===== config.mk =====
export PLATFORM = sky130hd
export DESIGN_NAME = pwm_timing_gen
export DESIGN_NICKNAME = d
export VERILOG_FILES = /design/src/rtl/pwm_timing_pkg.sv /design/src/rtl/pwm_jitter_sweep.sv /design/src/rtl/pwm_cycle_timer.sv /design/src/rtl/pwm_gate_latch.sv /design/src/rtl/pwm_timing_gen.sv
export SDC_FILE = /design/constraint.sdc
export NUM_CORES = 1
export LEC_CHECK = 0
export BUFFER_PORTS_ARGS = -buffer_cell sky130_fd_sc_hd__buf_2
export CAP_MARGIN = 20
export CELL_PAD_IN_SITES_DETAIL_PLACEMENT = 0
export CELL_PAD_IN_SITES_GLOBAL_PLACEMENT = 1
export CORE_MARGIN = 4
export CORE_UTILIZATION = 50
export CTS_BUF_LIST = sky130_fd_sc_hd__clkbuf_2 sky130_fd_sc_hd__clkbuf_4 sky130_fd_sc_hd__clkbuf_8
export CTS_CLUSTER_SIZE = 10
export DETAILED_ROUTE_END_ITERATION = 16
export PLACE_DENSITY_LB_ADDON = 0.1
export SLEW_MARGIN = 20
export SYNTH_ARGS = -nofsm -noshare
export SYNTH_HDL_FRONTEND = slang
export SYNTH_SLANG_ARGS = --single-unit

===== constraint.sdc =====
create_clock -name clk -period 4 [get_ports clk]
set_input_delay 0.8 -clock clk [delete_from_list [all_inputs] [get_ports clk]]
set_output_delay 0.8 -clock clk [all_outputs]
set_load 0.01 [all_outputs]

===== src/rtl/pwm_timing_pkg.sv =====
// Shared types and helpers for the jittered PWM timing generator.
// Assumes: nothing beyond IEEE 1800-2017 synthesizable constructs.
package pwm_timing_pkg;

    // Direction of the triangular period sweep
    typedef enum logic {
        SWEEP_UP = 1'b0,
        SWEEP_DN = 1'b1
    } sweep_dir_e;

    // Bits needed to hold values 0..max_val
    function automatic int cnt_width(input int max_val);
        return (max_val < 2) ? 1 : $clog2(max_val + 1);
    endfunction

endpackage


===== src/rtl/pwm_jitter_sweep.sv =====
// Triangular period sweep. At each advance pulse with jit_en high, a hold
// count runs; every HOLD-th advance the signed offset moves by STEP,
// clamped at +/-DEV with reversal there. An advance with jit_en low
// returns to offset 0, upward, hold 0. next_period = NOM + offset.
// Assumes: DEV is a multiple of STEP, NOM > DEV, HOLD >= 1.
module pwm_jitter_sweep
    import pwm_timing_pkg::*;
#(
    parameter int NOM  = 1000,
    parameter int DEV  = 40,
    parameter int STEP = 2,
    parameter int HOLD = 5,
    parameter int CW   = 11
) (
    input  logic          clk,
    input  logic          rst_n,
    input  logic          adv,
    input  logic          jit_en,
    output logic [CW-1:0] next_period
);
    localparam int OW = CW + 1;
    localparam int HW = cnt_width(HOLD - 1);
    localparam logic signed [OW-1:0] NOM_S  = OW'(NOM);
    localparam logic signed [OW-1:0] DEV_S  = OW'(DEV);
    localparam logic signed [OW-1:0] STEP_S = OW'(STEP);
    localparam logic [HW-1:0] HOLD_LAST = HW'(HOLD - 1);

    sweep_dir_e             dir_q;
    logic signed [OW-1:0]   off_q;
    logic [HW-1:0]          hold_q;
    logic signed [OW-1:0]   up_val, dn_val, per_s;

    // Candidate offsets one step up and one step down
    always_comb begin
        up_val = off_q + STEP_S;
        dn_val = off_q - STEP_S;
        per_s  = NOM_S + off_q;
    end

    assign next_period = per_s[CW-1:0];

    // Sweep state: offset, direction and hold count
    always_ff @(posedge clk) begin
        if (!rst_n) begin
            off_q  <= '0;
            dir_q  <= SWEEP_UP;
            hold_q <= '0;
        end else if (adv) begin
            if (!jit_en) begin
                off_q  <= '0;
                dir_q  <= SWEEP_UP;
                hold_q <= '0;
            end else if (hold_q == HOLD_LAST) begin
                hold_q <= '0;
                if (dir_q == SWEEP_UP) begin
                    if (up_val >= DEV_S) begin
                        off_q <= DEV_S;
                        dir_q <= SWEEP_DN;
                    end else begin
                        off_q <= up_val;
                    end
                end else begin
                    if (dn_val <= -DEV_S) begin
                        off_q <= -DEV_S;
                        dir_q <= SWEEP_UP;
                    end else begin
                        off_q <= dn_val;
                    end
                end
            end else begin
                hold_q <= hold_q + HW'(1);
            end
        end
    end

endmodule


===== src/rtl/pwm_cycle_timer.sv =====
// Switching period counter. It emits cycle_start when the count is 0,
// loads next_period at each period boundary, and derives the per-cycle
// on-time cap from the latched period.
// Assumes: next_period >= 4, so the duty cap is below the period.
module pwm_cycle_timer #(
    parameter int NOM      = 1000,
    parameter int DUTY_NUM = 3,
    parameter int DUTY_DEN = 4,
    parameter int CW       = 11
) (
    input  logic          clk,
    input  logic          rst_n,
    input  logic [CW-1:0] next_period,
    output logic          cycle_start,
    output logic [CW-1:0] on_max
);
    localparam int PW = CW + $clog2(DUTY_NUM + 1);

    logic [CW-1:0] cnt_q, per_q;
    logic          run_q;
    logic [PW-1:0] prod;

    // Period count with the length latched at each boundary
    always_ff @(posedge clk) begin
        if (!rst_n) begin
            cnt_q <= '0;
            per_q <= CW'(NOM);
            run_q <= 1'b0;
        end else begin
            run_q <= 1'b1;
            if (run_q) begin
                if (cnt_q == per_q - CW'(1)) begin
                    cnt_q <= '0;
                    per_q <= next_period;
                end else begin
                    cnt_q <= cnt_q + CW'(1);
                end
            end
        end
    end

    // Start pulse and duty cap for the current period
    always_comb begin
        cycle_start = run_q && (cnt_q == '0);
        prod        = PW'(per_q) * PW'(DUTY_NUM);
        on_max      = CW'(prod / PW'(DUTY_DEN));
    end

endmodule


===== src/rtl/pwm_gate_latch.sv =====
// Set/reset gate latch. It sets on cycle_start unless blocked. It clears
// on the duty cap or an accepted trip; an accepted trip or block drops
// gate_en in the same clock. Ramp and soft-start trips count only after
// MIN_ON clocks of on-time. The current-limit trip counts only after LEB
// clocks of on-time.
// Assumes: 1 <= LEB, MIN_ON < 2**CW, on_max >= 1.
module pwm_gate_latch #(
    parameter int CW     = 11,
    parameter int MIN_ON = 16,
    parameter int LEB    = 22
) (
    input  logic          clk,
    input  logic          rst_n,
    input  logic          cycle_start,
    input  logic [CW-1:0] on_max,
    input  logic          supply_low,
    input  logic          force_off,
    input  logic          trip_pwm,
    input  logic          trip_softstart,
    input  logic          trip_ilim,
    output logic          gate_en,
    output logic          blank_win
);
    localparam logic [CW-1:0] MIN_ON_C = CW'(MIN_ON);
    localparam logic [CW-1:0] LEB_C    = CW'(LEB);

    logic          gate_q;
    logic [CW-1:0] on_cnt;
    logic          block, kill_cmp, kill_cl, stop_now, duty_end;

    // Turn-off causes, evaluated in the current clock
    always_comb begin
        block     = supply_low || force_off;
        kill_cmp  = gate_q && (trip_pwm || trip_softstart) && (on_cnt >= MIN_ON_C);
        kill_cl   = gate_q && trip_ilim && (on_cnt >= LEB_C);
        stop_now  = block || kill_cmp || kill_cl;
        duty_end  = gate_q && (on_cnt == on_max - CW'(1));
        gate_en   = gate_q && !stop_now;
        blank_win = gate_en && (on_cnt < LEB_C);
    end

    // Latch state and on-time count
    always_ff @(posedge clk) begin
        if (!rst_n) begin
            gate_q <= 1'b0;
            on_cnt <= '0;
        end else if (stop_now || duty_end) begin
            gate_q <= 1'b0;
            on_cnt <= '0;
        end else if (cycle_start) begin
            gate_q <= 1'b1;
            on_cnt <= '0;
        end else if (gate_q) begin
            on_cnt <= on_cnt + CW'(1);
        end
    end

endmodule


===== src/rtl/pwm_timing_gen.sv =====
// Top of the jittered PWM timing generator. It joins the period sweep,
// the cycle timer and the gate latch. With JIT_DEV = 0, a fixed-period
// variant replaces the sweep.
// Assumes: NOM_PERIOD - JIT_DEV >= 4; durations are system clock counts.
module pwm_timing_gen
    import pwm_timing_pkg::*;
#(
    parameter int NOM_PERIOD = 1000,
    parameter int JIT_DEV    = 40,
    parameter int JIT_STEP   = 2,
    parameter int JIT_HOLD   = 5,
    parameter int DUTY_NUM   = 3,
    parameter int DUTY_DEN   = 4,
    parameter int MIN_ON     = 16,
    parameter int LEB        = 22
) (
    input  logic clk,
    input  logic rst_n,
    input  logic supply_low,
    input  logic force_off,
    input  logic softstart_done,
    input  logic trip_pwm,
    input  logic trip_softstart,
    input  logic trip_ilim,
    output logic gate_en,
    output logic blank_win,
    output logic cycle_start
);
    localparam int CW = cnt_width(NOM_PERIOD + JIT_DEV);

    logic [CW-1:0] next_period;
    logic [CW-1:0] on_max;

    // Period source: fixed or triangular sweep
    generate
        if (JIT_DEV == 0) begin : g_fixed
            assign next_period = CW'(NOM_PERIOD);
        end else begin : g_sweep
            pwm_jitter_sweep #(
                .NOM  (NOM_PERIOD),
                .DEV  (JIT_DEV),
                .STEP (JIT_STEP),
                .HOLD (JIT_HOLD),
                .CW   (CW)
            ) u_sweep (
                .clk         (clk),
                .rst_n       (rst_n),
                .adv         (cycle_start),
                .jit_en      (softstart_done),
                .next_period (next_period)
            );
        end
    endgenerate

    pwm_cycle_timer #(
        .NOM      (NOM_PERIOD),
        .DUTY_NUM (DUTY_NUM),
        .DUTY_DEN (DUTY_DEN),
        .CW       (CW)
    ) u_timer (
        .clk         (clk),
        .rst_n       (rst_n),
        .next_period (next_period),
        .cycle_start (cycle_start),
        .on_max      (on_max)
    );

    pwm_gate_latch #(
        .CW     (CW),
        .MIN_ON (MIN_ON),
        .LEB    (LEB)
    ) u_gate (
        .clk            (clk),
        .rst_n          (rst_n),
        .cycle_start    (cycle_start),
        .on_max         (on_max),
        .supply_low     (supply_low),
        .force_off      (force_off),
        .trip_pwm       (trip_pwm),
        .trip_softstart (trip_softstart),
        .trip_ilim      (trip_ilim),
        .gate_en        (gate_en),
        .blank_win      (blank_win)
    );

endmodule


Yosys cells after proc, flatten, opt, wreduce, memory -nomap -nowiden
Cells that the tools add are included.
Word-level totals
  bits in registers: 51
  bits in latches: 0
  memory bits (writable): 0
  ROM bits: 0
  input port bits: 8
  output and inout port bits: 3
  logic and storage cells: 60
  memories kept: 0
Cells by class
  $add $sub $neg: 8
  multiply operators: 1
  divide/modulo/power cells: 0
  order comparisons: 5
  equality and inequality tests: 4
  shift-type cells: 0
  muxes and demuxes: 14
  bitwise operators: 1
  reduce and logical (&&, ||, !) cells: 19
Operator list (number)
  $mux W12: 5
  $add A11 B1 Y11 const B: 2
  $eq A11 B11 Y1: 2
  $ge A11 B5 Y1 const B: 2
  $sub A11 B1 Y11 const B: 2
  $mul A11 B2 Y13 const B: 1
  $add A12 B3 Y12 const B: 1
  $ge A12 B7 Y1 const B: 1
  $le A12 B7 Y1 const B: 1
  $sub A12 B3 Y12 const B: 1
  $add A11 B11 Y11 const A: 1
  $logic_not A11 Y1: 1
  $lt A11 B5 Y1 const B: 1
  $mux W11: 1
  $logic_and A1 B1 Y1: 8
  $mux W1: 6
  $mux W3: 2
  $logic_or A1 B1 Y1: 5
  $reduce_and A2 Y1: 2
  $add A3 B1 Y3 const B: 1
  $eq A3 B3 Y1 const B: 1
  $reduce_or A3 Y1: 1
  $ne A2 B1 Y1 const B: 1
  $reduce_or A2 Y1: 1
  2 further kinds: 2

Longest topological paths before layout
  word-level depth: 8
  mapped depth: 14
  mapped depth without buffers: 12

Modules after synthesis
Synthesis repeated with hierarchy kept, for this count alone.
Second synthesis, totals
  cells, all modules: 581
  area total of the unflattened synthesis: 4649.5 um^2
By module, submodules not included
  pwm_cycle_timer: instances 1, cells an instance 217, area an instance 1886.8 um^2, seq. area each 460.4 um^2
  pwm_jitter_sweep: instances 1, cells an instance 223, area an instance 1627.8 um^2, seq. area each 300.3 um^2
  pwm_gate_latch: instances 1, cells an instance 141, area an instance 1134.8 um^2, seq. area each 240.2 um^2

Worst setup path before layout
Ideal clock, no wire load.
  path type: register to register
  start: register u_timer.per_q[2]
  end: register u_gate.on_cnt[0]
  setup time: 0.148 ns
  arrival time: 3.014 ns
  required time: 3.852 ns
  slack: 0.837 ns
  cell stages (with the launch flop): 15
  path buffers: 2
  clock period less this slack: 3.163 ns
  path through: dfxtp_1 > inv_1 > ha_1 > buf_2 > xnor2_1 > ha_1 > nand2b_1 > mux2_2 > a211o_1 > nand4_1 > nor4b_1 > nor4b_1 > a311o_1 > buf_4 > a211oi_2
On the way
  longest elaborated chain between the ends: 6
Ends and longest elaborated chain
  start: declaration: RTL line pwm_cycle_timer.sv:19  | logic [CW-1:0] cnt_q, per_q;
  start signal: assignment: RTL line pwm_cycle_timer.sv:27  | per_q <= CW'(NOM);
  start signal: assignment: RTL line pwm_cycle_timer.sv:34  | per_q <= next_period;
  $mul A11 B2 Y13: RTL line pwm_cycle_timer.sv:45  | prod = PW'(per_q) * PW'(DUTY_NUM);
  $sub A11 B1 Y11: RTL line pwm_gate_latch.sv:37  | duty_end = gate_q && (on_cnt == on_max - CW'(1));
  $eq A11 B11 Y1: RTL line pwm_gate_latch.sv:37
  $logic_and A1 B1 Y1: RTL line pwm_gate_latch.sv:37
  $logic_or A1 B1 Y1: RTL line pwm_gate_latch.sv:47  | end else if (stop_now || duty_end) begin
  $reduce_or A3 Y1 (no source line)
  end signal: assignment: RTL line pwm_gate_latch.sv:54  | on_cnt <= on_cnt + CW'(1);
  end: declaration: RTL line pwm_gate_latch.sv:28  | logic [CW-1:0] on_cnt;
No other way between the ends.
A chain may end at the register's enable or synchronous reset.

Worst setup path in the final report
  start: register u_timer.per_q[2]
  end: register u_gate.on_cnt[8]
Same word-level chain as after synthesis.

==> summary.txt <==
synthesized cell area -> 4690 um^2
critical path launch point type -> flip-flop
IO buf count -> 10
Worst Clk Skew -> 13.4 ps
clock sink count -> 49
library cells used by synthesis -> 75
largest net degree at the start of global routing -> 21
CTS Buffer Depth -> 2
total leakage power -> 2.02 nW
CTS H-tree lvls -> 2
fmax -> 282 MHz
final period demand of the worst path -> 3550 ps
final number of setup-violating endpoints -> 0
Post-Syn Instances -> 597
setup TNS after final layout -> 0 ps
worst skew pair latency -> 310 ps
vias post-DR -> 4235
Max-Cap Viols -> 0
internal power -> 0.769 mW
fraction of layout cells with a size suffix above 1 -> 0.0985
grt total ovfl -> 0
# IOs -> 11
number of global-route vias before repair -> 4114
CP Max Fanout -> 12
gpl congestion -> 0.865
Net Sw Frac -> 0.239
most frequent cells in the layout -> nand2_1 (49), dfxtp_1 (49), nor2_1 (44), xnor2_1 (38), ha_1 (37)
drt total wl -> 11500 um
number of register bits inferred by synthesis -> 49
worst rel slew slack -> 0.505
unrepaired setup endpoints after global routing -> false
worst hold slack -> 492 ps
DP HPWL -> 8820 um
CTS tree -> done
antenna violations before repair -> 0
Syn. warnings -> 0
slowest cell delay on critical path -> 460 ps
num rows -> 35
Post-synth EDFFs -> 0
top cells by area, synth -> dfxtp_1 (21%), ha_1 (9.9%), xnor2_1 (7.1%)
CP max stage cell -> ha_1
Reg power frac -> 0.499
DR WL/cell -> 16.5 um
CP required -> 4190 ps
# diodes -> 0
Worst-Margin Slew -> 735 ps
die height -> 105 um
critical path class -> flip-flop to flip-flop
Vias/cell -> 6.05
Synth top area share -> 0.209
Setup crit end kind -> flip-flop
die footprint -> 11000 um^2
hold crit path type -> flip-flop to flip-flop
syn_nets -> 642
ys flop type -> dfxtp_1
power per cell area -> 205 nW/um^2
clock slew at reported path FFs -> 100 ps
Detail Route Antenna Nets -> 0
Synth area leader -> dfxtp_1
sequential share of the synthesized area -> 0.209
outcome -> finished, final reports clean
Comb pwr share -> 0.061
clk root buf -> clkbuf_8
cts bufs inserted -> 5
area grow syn2layout -> 5.02%
post-CTS setup buffer count -> 0
first-pass GRT wire length -> 19900 um
core outline area -> 9200 um^2
CTS resizes -> 0
final hold vios -> 0
fraction of registers with async set/reset -> 0
Psw -> 0.241 mW
fin. max-slew vios -> 0
Die Width -> 105 um
maximum vdd drop -> 0.195 mV
drt pass-1 iters -> 4
GRT Total Usage -> 0.215
period utilization -> 0.888
Cell Chain, Critical Path -> inv_1, ha_1, xnor2_1, ha_1, nand2_1, mux2_2, o21ai_0, a31oi_1, nor4b_1, nor4b_1, a311o_1, buf_4, a211oi_2
crit path DAT -> 3740 ps
clock power share -> 0.440
cts hold-fix bufs -> 0
# nets final -> 633
Initial Util -> 0.510
DRC violations left -> 0
synthesized area per cell -> 7.85 um^2
initial DRC count -> 249
filler instances -> 908
-- stage by stage --
| step | cell area, um^2 | std cells | utilization | power [mW] | setup WS, ps |
|---|---|---|---|---|---|
| after global placement | 4790 | 692 | 0.520 | 0.576 | 610 |
| final | 4920 | 700 | 0.535 | 1.01 | 449 |
| after global routing | 4920 | 700 | 0.535 | 1.05 | 130 |
| after detailed placement | 4790 | 692 | 0.520 | 0.577 | 496 |
| after floorplan | 4690 | 597 | - | 0.554 | 837 |
| after CTS | 4920 | 700 | 0.535 | 1.02 | 478 |
-- worst paths after layout --
check | startpoint | endpoint | slack, ps | depth (start not counted)
hold / removal | g_sweep.u_sweep.hold_q[1]$_SDFFE_PN0P_ | g_sweep.u_sweep.hold_q[1]$_SDFFE_PN0P_ | 490 | 2
hold reg to reg | g_sweep.u_sweep.hold_q[1]$_SDFFE_PN0P_ | g_sweep.u_sweep.hold_q[1]$_SDFFE_PN0P_ | 490 | 2
setup reg to reg | u_timer.per_q[2]$_SDFFE_PN0P_ | u_gate.on_cnt[8]$_SDFFE_PP0P_ | 450 | 13
setup / recovery | u_timer.per_q[2]$_SDFFE_PN0P_ | u_gate.on_cnt[8]$_SDFFE_PP0P_ | 450 | 13
-- Yosys cell counts (7+ instances only) --
master,count
or3_1,8
nand2_1,49
dfxtp_1,49
o21ai_0,26
inv_1,34
and3_1,10
o211ai_1,9
clkbuf_1,22
or2_2,8
ha_1,37
xor2_1,29
a21oi_1,25
a211oi_2,10
nor2_1,44
nand4_1,20
nor3_1,11
buf_2,7
nand3_1,16
xnor2_1,38
a31oi_1,11
-- registers in the layout, summed over array words and instances, names as in the netlist --
register	count
g_sweep.u_sweep.off_q	11
u_gate.on_cnt	11
u_timer.cnt_q	11
u_timer.per_q	10
g_sweep.u_sweep.hold_q	3
g_sweep.u_sweep.dir_q	1
u_gate.gate_q	1
u_timer.run_q	1
-- cell type report --
class	count	area (um^2)	share of cell area
Inverter	34	128	0.0259
Clock inverter	3	68.8	0.0140
Tap cell	111	139	0.0282
Sequential cell	49	981	0.199
Clock buffer	5	68.8	0.0140
Timing Repair Buffer	21	133	0.0269
Multi-Input combinational cell	477	3410	0.692
-- cells by family after synthesis --
group,share of synthesized area
buffers and inverters,0.0643
AOI/OAI and AO/OA,0.249
and+or+nand+nor,0.231
xor gates and xnor gates,0.130
muxes,0.0176
DFF,0.209
adders and majority gates,0.0987
-- critical path, delay by kind of cell (launching register included) --
family,cells,cell delay [ps]
mux,1,330
flops,1,430
simple gates,3,770
compound gates,4,620
buf+inv,2,330
xor+xnor,1,260
fa+ha+maj,2,700
-- power by group through the flow --
stage	registers, mW	clock network, mW	logic, mW
6_report	0.504	0.444	0.0617
5_1_grt	0.506	0.477	0.0686
4_1_cts	0.504	0.456	0.0620
3_5_place_dp	0.515	0	0.0617
3_3_place_gp	0.515	0	0.0607
2_1_floorplan	0.509	0	0.0445
-- layer usage --
layer,track usage,part of all wire,up-vias
li1,-,-,2146
met1,0.302,0.51,2008
met2,0.346,0.46,66
met3,0.0247,0.025,15
met4,0.0647,0.013,0
met5,0,0,-
No activity file was read; power rests on OpenSTA's default activity.
